File: src/rtl/spi_lf_pkg.sv
// Shared constants for the length-filtered SPI receiver.
// Assumes: all users take their default widths from here.
package spi_lf_pkg;
    localparam int unsigned DEF_WORD_W      = 12;
    localparam int unsigned DEF_SYNC_STAGES = 2;

    // Width needed for a counter that saturates at word_w.
    function automatic int unsigned cnt_width(input int unsigned word_w);
        return $clog2(word_w + 1);
    endfunction
endpackage

File: src/rtl/spi_lf_sync.sv
// Multi-bit flop-chain synchronizer; each bit is an independent level.
// Assumes: inputs are slow compared to clk, and STAGES >= 1.
module spi_lf_sync #(
    parameter int unsigned     WIDTH   = 4,
    parameter int unsigned     STAGES  = 2,
    parameter logic [WIDTH-1:0] RST_VAL = '0
) (
    input  logic             clk,
    input  logic             rst_n,
    input  logic [WIDTH-1:0] d_in,
    output logic [WIDTH-1:0] q_out
);
    logic [WIDTH-1:0] pipe [STAGES];

    // Shift the asynchronous levels through the flop chain.
    always_ff @(posedge clk) begin
        if (!rst_n) begin
            for (int i = 0; i < int'(STAGES); i++) pipe[i] <= RST_VAL;
        end else begin
            pipe[0] <= d_in;
            for (int i = 1; i < int'(STAGES); i++) pipe[i] <= pipe[i-1];
        end
    end

    assign q_out = pipe[STAGES-1];
endmodule

File: src/rtl/spi_lf_shifter.sv
// Shift register, saturating bit counter and serial output register.
// Assumes: inputs are already synchronized to clk; chip select active low.
module spi_lf_shifter #(
    parameter int unsigned WORD_W = spi_lf_pkg::DEF_WORD_W,
    localparam int unsigned CNT_W = spi_lf_pkg::cnt_width(WORD_W)
) (
    input  logic              clk,
    input  logic              rst_n,
    input  logic              sck_s,
    input  logic              sdi_s,
    input  logic              csn_s,
    input  logic              en_act,
    output logic [WORD_W-1:0] shreg,
    output logic [CNT_W-1:0]  bit_cnt,
    output logic              cs_rise,
    output logic              sdo_q
);
    localparam logic [CNT_W-1:0] CNT_MAX = CNT_W'(WORD_W);

    logic sck_prev;
    logic csn_prev;
    logic sck_rise;
    logic sck_fall;
    logic cs_fall;
    logic live;

    assign live     = ~csn_s & en_act;
    assign sck_rise = sck_s & ~sck_prev;
    assign sck_fall = ~sck_s & sck_prev;
    assign cs_fall  = ~csn_s & csn_prev;
    assign cs_rise  = csn_s & ~csn_prev;

    // Remember previous levels for edge detection.
    always_ff @(posedge clk) begin
        if (!rst_n) begin
            sck_prev <= 1'b0;
            csn_prev <= 1'b1;
        end else begin
            sck_prev <= sck_s;
            csn_prev <= csn_s;
        end
    end

    // Shift SDI in at each qualified SCK rising edge.
    always_ff @(posedge clk) begin
        if (!rst_n) begin
            shreg <= '0;
        end else if (live && sck_rise) begin
            shreg <= {shreg[WORD_W-2:0], sdi_s};
        end
    end

    // Count qualified rising edges, saturating at the word width.
    always_ff @(posedge clk) begin
        if (!rst_n) begin
            bit_cnt <= '0;
        end else if (cs_fall) begin
            bit_cnt <= '0;
        end else if (live && sck_rise && bit_cnt != CNT_MAX) begin
            bit_cnt <= bit_cnt + 1'b1;
        end
    end

    // Present the top bit on select and after each SCK falling edge.
    always_ff @(posedge clk) begin
        if (!rst_n) begin
            sdo_q <= 1'b0;
        end else if (cs_fall || (live && sck_fall)) begin
            sdo_q <= shreg[WORD_W-1];
        end
    end

    AST_NO_SHIFT_DISABLED: assert property (@(posedge clk) disable iff (!rst_n)
        !en_act |=> $stable(shreg));
    AST_CNT_SATURATES: assert property (@(posedge clk) disable iff (!rst_n)
        bit_cnt <= CNT_MAX);
    AST_CNT_CLEARED: assert property (@(posedge clk) disable iff (!rst_n)
        cs_fall |=> bit_cnt == '0);
endmodule

File: src/rtl/spi_lf_commit.sv
// Commits the shift register to the settings register on chip-select release.
// Assumes: bit_cnt is stable at the cycle cs_rise is seen.
module spi_lf_commit #(
    parameter int unsigned WORD_W = spi_lf_pkg::DEF_WORD_W,
    localparam int unsigned CNT_W = spi_lf_pkg::cnt_width(WORD_W)
) (
    input  logic              clk,
    input  logic              rst_n,
    input  logic              cs_rise,
    input  logic [CNT_W-1:0]  bit_cnt,
    input  logic [WORD_W-1:0] shreg,
    output logic [WORD_W-1:0] cfg_q,
    output logic              load_q
);
    localparam logic [CNT_W-1:0] CNT_MAX = CNT_W'(WORD_W);

    // Accept the word only when the frame carried a full word of clocks.
    always_ff @(posedge clk) begin
        if (!rst_n) begin
            cfg_q  <= '0;
            load_q <= 1'b0;
        end else begin
            load_q <= 1'b0;
            if (cs_rise && bit_cnt == CNT_MAX) begin
                cfg_q  <= shreg;
                load_q <= 1'b1;
            end
        end
    end

    AST_HOLD_WITHOUT_LOAD: assert property (@(posedge clk) disable iff (!rst_n)
        !load_q |-> cfg_q == $past(cfg_q));
    AST_LOAD_NEEDS_FULL: assert property (@(posedge clk) disable iff (!rst_n)
        load_q |-> $past(bit_cnt) == CNT_MAX);
    AST_LOAD_ONE_CYCLE: assert property (@(posedge clk) disable iff (!rst_n)
        load_q |=> !load_q);
endmodule

File: src/rtl/spi_lf_rx.sv
// Top of the length-filtered SPI receiver: synchronizers, shifter, commit.
// Assumes: each SCK phase spans several clk cycles; SPI mode 0 timing.
module spi_lf_rx #(
    parameter int unsigned WORD_W      = spi_lf_pkg::DEF_WORD_W,
    parameter int unsigned SYNC_STAGES = spi_lf_pkg::DEF_SYNC_STAGES
) (
    input  logic              clk,
    input  logic              rst_n,
    input  logic              spi_sck,
    input  logic              spi_sdi,
    input  logic              spi_cs_n,
    input  logic              spi_en_n,
    output logic              sdo,
    output logic              sdo_oe,
    output logic [WORD_W-1:0] cfg_word,
    output logic              cfg_load
);
    localparam int unsigned CNT_W = spi_lf_pkg::cnt_width(WORD_W);

    logic [3:0]        pins_s;
    logic              sck_s, sdi_s, csn_s, en_n_s, en_act;
    logic [WORD_W-1:0] shreg;
    logic [CNT_W-1:0]  bit_cnt;
    logic              cs_rise;

    spi_lf_sync #(
        .WIDTH  (4),
        .STAGES (SYNC_STAGES),
        .RST_VAL(4'b1100)
    ) sync_i (
        .clk  (clk),
        .rst_n(rst_n),
        .d_in ({spi_en_n, spi_cs_n, spi_sdi, spi_sck}),
        .q_out(pins_s)
    );

    assign {en_n_s, csn_s, sdi_s, sck_s} = pins_s;
    assign en_act = ~en_n_s;

    spi_lf_shifter #(.WORD_W(WORD_W)) shift_i (
        .clk    (clk),
        .rst_n  (rst_n),
        .sck_s  (sck_s),
        .sdi_s  (sdi_s),
        .csn_s  (csn_s),
        .en_act (en_act),
        .shreg  (shreg),
        .bit_cnt(bit_cnt),
        .cs_rise(cs_rise),
        .sdo_q  (sdo)
    );

    spi_lf_commit #(.WORD_W(WORD_W)) commit_i (
        .clk    (clk),
        .rst_n  (rst_n),
        .cs_rise(cs_rise),
        .bit_cnt(bit_cnt),
        .shreg  (shreg),
        .cfg_q  (cfg_word),
        .load_q (cfg_load)
    );

    // Drive the serial pad only while selected and enabled.
    assign sdo_oe = ~csn_s & en_act;
endmodule

File: config.mk
export PLATFORM = sky130hd
export DESIGN_NAME = spi_lf_rx
export DESIGN_NICKNAME = d
export VERILOG_FILES = /design/src/rtl/spi_lf_pkg.sv /design/src/rtl/spi_lf_sync.sv /design/src/rtl/spi_lf_shifter.sv /design/src/rtl/spi_lf_commit.sv /design/src/rtl/spi_lf_rx.sv
export SDC_FILE = /design/constraint.sdc
export NUM_CORES = 1
export LEC_CHECK = 0
export CORE_AREA = 2 2 64 66
export CTS_BUF_LIST = sky130_fd_sc_hd__clkbuf_16
export DETAILED_ROUTE_END_ITERATION = 12
export DIE_AREA = 0 0 66 68
export GPL_ROUTABILITY_DRIVEN = 0
export GPL_TIMING_DRIVEN = 0
export HOLD_SLACK_MARGIN = 0.1
export MAX_ROUTING_LAYER = met4
export PLACE_DENSITY = 0.61
export SYNTH_ARGS = -nofsm -noshare
export SYNTH_HDL_FRONTEND = slang
export SYNTH_HIERARCHICAL = 1
export SYNTH_SLANG_ARGS = --single-unit
File: constraint.sdc
create_clock -name clk -period 1.49 [get_ports clk]
set_input_delay 0.298 -clock clk [delete_from_list [all_inputs] [get_ports clk]]
set_output_delay 0.298 -clock clk [all_outputs]
set_load 0.05 [all_outputs]
==> flow_summary.yaml <==
timing:
  fin_crit_ns: 1.44
  relSlewSlack: 0.662
  maxSlewViolCount: 0
  rsz0062_at_grt: "false"
  max_freq_mhz: 697
  hold_ws_ns: 0.412
  period_share: 0.963
  skew_ns: 0.00384
  finalSetupViolCount: 0
  tightest_slew_ns: 0.510
  fin_ws_ns: 0.0547
  finalHoldViolCount: 0
clock_network:
  cts_setup_buffers: 0
  clock-sinks: 40
  path_clk_slew_ns: 0.05
  htreeDepth: 2
  root_buffer: "clkbuf_16"
  tritoncts: "done"
  clkLatencyLatePin_ns: 0.28
  cts_made_buffers: 5
  clk_path_buf_depth: 2
power:
  finalPower_w: 0.00211
  p_per_area_mw_per_mm2: 1080
  leakage_nw: 0.792
  max-vdd-ir-drop_mv: 0.618
drt:
  drtIter0Drc: 43
  wirelength_um: 2770
  vias_per_cell: 4.74
  drc: 0
  antenna_left: 0
  wl_per_cell_um: 11.3
  firstDrtPassIters: 4
  vias: 1165
yosys:
  avgSynthCellArea_um2: 9.37
  syn_area_mm2: 0.00158
  synthDistinctLibCells: 26
  synth_cells: 169
  synth_nets: 177
  synth-seq-area-share: 0.506
  ys_seq_elements: 40
  yosysWarnings: 6
grt:
  grt_max_degree: 18
  grt_pass1_wl_um: 4770
  grt_overflow_total: 0
  grt_pass1_vias: 1140
  grt.total_usage: 0.151
  antenna_found_initial: 0
floorplanning:
  die_w_um: 66
  dieArea_mm2: 0.00449
  die_h_um: 68
  rows: 23
  start_util: 0.411
  ios: 21
  core_mm2: 0.00386
cells_and_area:
  nets: 204
  diodes: 0
  final_cell_mix: "50 x nand2_1, 39 x dfxtp_1, 14 x dlygate4sd2_1"
  final_common_cell: "nand2_1"
  area_growth_pct: 23.9
  layout-drive-gt1-share: 0.107
worst_setup_path:
  worstPathRequired_ns: 1.19
  startpoint_type: "register"
  critPathMaxStageDelay_ns: 0.53
  crit_end: "cfg_word[11]"
  rr_endpoint: "commit_i/cfg_q[6]"
  r2r_setup_slack_ns: 0.13
  cp-startpoint: "commit_i/cfg_q[11]"
  slowest_stage: "dlygate4sd2_1"
  worst-path-stages: 1
  cp_max_fo: 2
  crit_path_end_kind: "output pin"
  r2r_start: "sync_i/pipe[0][6]"
  cp_top_family: "buffers and inverters"
  crit_type: "reg2out"
  worstRegToRegCells: 6
  crit_arrival_ns: 1.14
  path_cells: "dlygate4sd2_1"
  worst-path-buf-inv: 1
status:
  status: "completed"
placed_design:
  pre_cts_slack_ns: -0.411
  post-dp-hpwl_um: 2060
  io_buffers: 20
flow_run:
  max_cap_viol_count: 0
min_path:
  holdCritPathClass: "reg2reg"
## area by class of cell
cell class	instances	area (um^2)
Clock buffer	5	125
Multi-Input combinational cell	112	681
Buffer	12	86.3
Clock inverter	2	8.76
Tap cell	50	62.6
Fill cell	383	1890
Sequential cell	40	802
Inverter	5	18.8
Timing Repair Buffer	20	178
## timing repair
| action | CTS | global route |
|---|---|---|
| endpoints found under the setup margin | 29 | 5 |
| hold buffers | 0 | 0 |
| gates cloned | 0 | 0 |
| pin swaps | 0 | 0 |
| gates resized for setup | 20 | 3 |
## worst min path at each step
stage | startpoint | to | slack [ns] | cells after the start
global placement | sync_i/pipe[0][3] | sync_i/pipe[0][7] | 0.40 | 1
CTS | sync_i/pipe[0][3] | sync_i/pipe[0][7] | 0.42 | 1
floorplan | rst_n | shift_i/csn_prev | 0.37 | 1
finish | sync_i/pipe[0][3] | sync_i/pipe[0][7] | 0.41 | 1
detailed placement | sync_i/pipe[0][3] | sync_i/pipe[0][7] | 0.40 | 1
global route | sync_i/pipe[0][2] | sync_i/pipe[0][6] | 0.43 | 1
## per-stage QoR
step | instances | TNS (ns) | util | cell area [um^2]
final | 246 | 0 | 0.509 | 1960
after global routing | 246 | 0 | 0.509 | 1960
after CTS | 246 | 0 | 0.507 | 1960
after detailed placement | 239 | -8.14 | 0.479 | 1850
after global placement | 239 | -7.08 | 0.479 | 1850
after floorplan | 169 | 0 | - | 1580
## power breakdown
group	switching [W]	internal, W
logic	0.0000298	0.0000314
registers	0.00000276	0.00108
clock network	0.000369	0.000600
## synth_stat cells
master	n	area, um^2
a21boi_0	11	82.6
buf_12	1	20.0
ha_1	2	25.0
nand2b_1	5	31.3
and4bb_1	1	12.5
and3_1	1	6.26
inv_1	5	18.8
nor2b_1	1	6.26
o31ai_1	2	15.0
buf_4	4	30.0
a21boi_1	1	7.51
and2_1	6	37.5
mux2i_1	13	130
nand3_1	4	20.0
nand2_1	50	188
nand4bb_1	1	11.3
nor2_1	1	3.75
or3_1	2	12.5
nand3b_1	1	7.51
buf_2	6	30.0
nand4b_4	1	23.8
nor2_8	1	20.0
o21ai_0	3	15.0
a21oi_1	5	25.0
clkbuf_1	1	3.75
dfxtp_1	40	801
## registers in the layout (all words and copies together), names as in the netlist
signal,flops
shift_i/bit_cnt,4
commit_i/load_q,1
shift_i/shreg,12
sync_i/pipe,8
commit_i/cfg_q,12
shift_i/sdo_q,1
shift_i/sck_prev,1
shift_i/csn_prev,1
## cells by family after synthesis
group / Yosys count / share of synthesized area
AO/OA/AOI/OAI: 22 / 0.0916
adder cells (fa/ha/maj): 2 / 0.0158
buffers and inverters: 17 / 0.0648
flip-flops: 40 / 0.506
multiplexers: 13 / 0.0821
AND/OR/NAND/NOR: 75 / 0.240
## routing by layer
layer | up-vias | wire length (um) | GRT usage
li1 | 603 | - | -
met1 | 534 | 1150 | 0.149
met2 | 21 | 1390 | 0.254
met3 | 7 | 142 | 0.0526
met4 | 0 | 80 | 0.0995
met5 | - | 0 | -
Power figures use the tool's default switching activity.
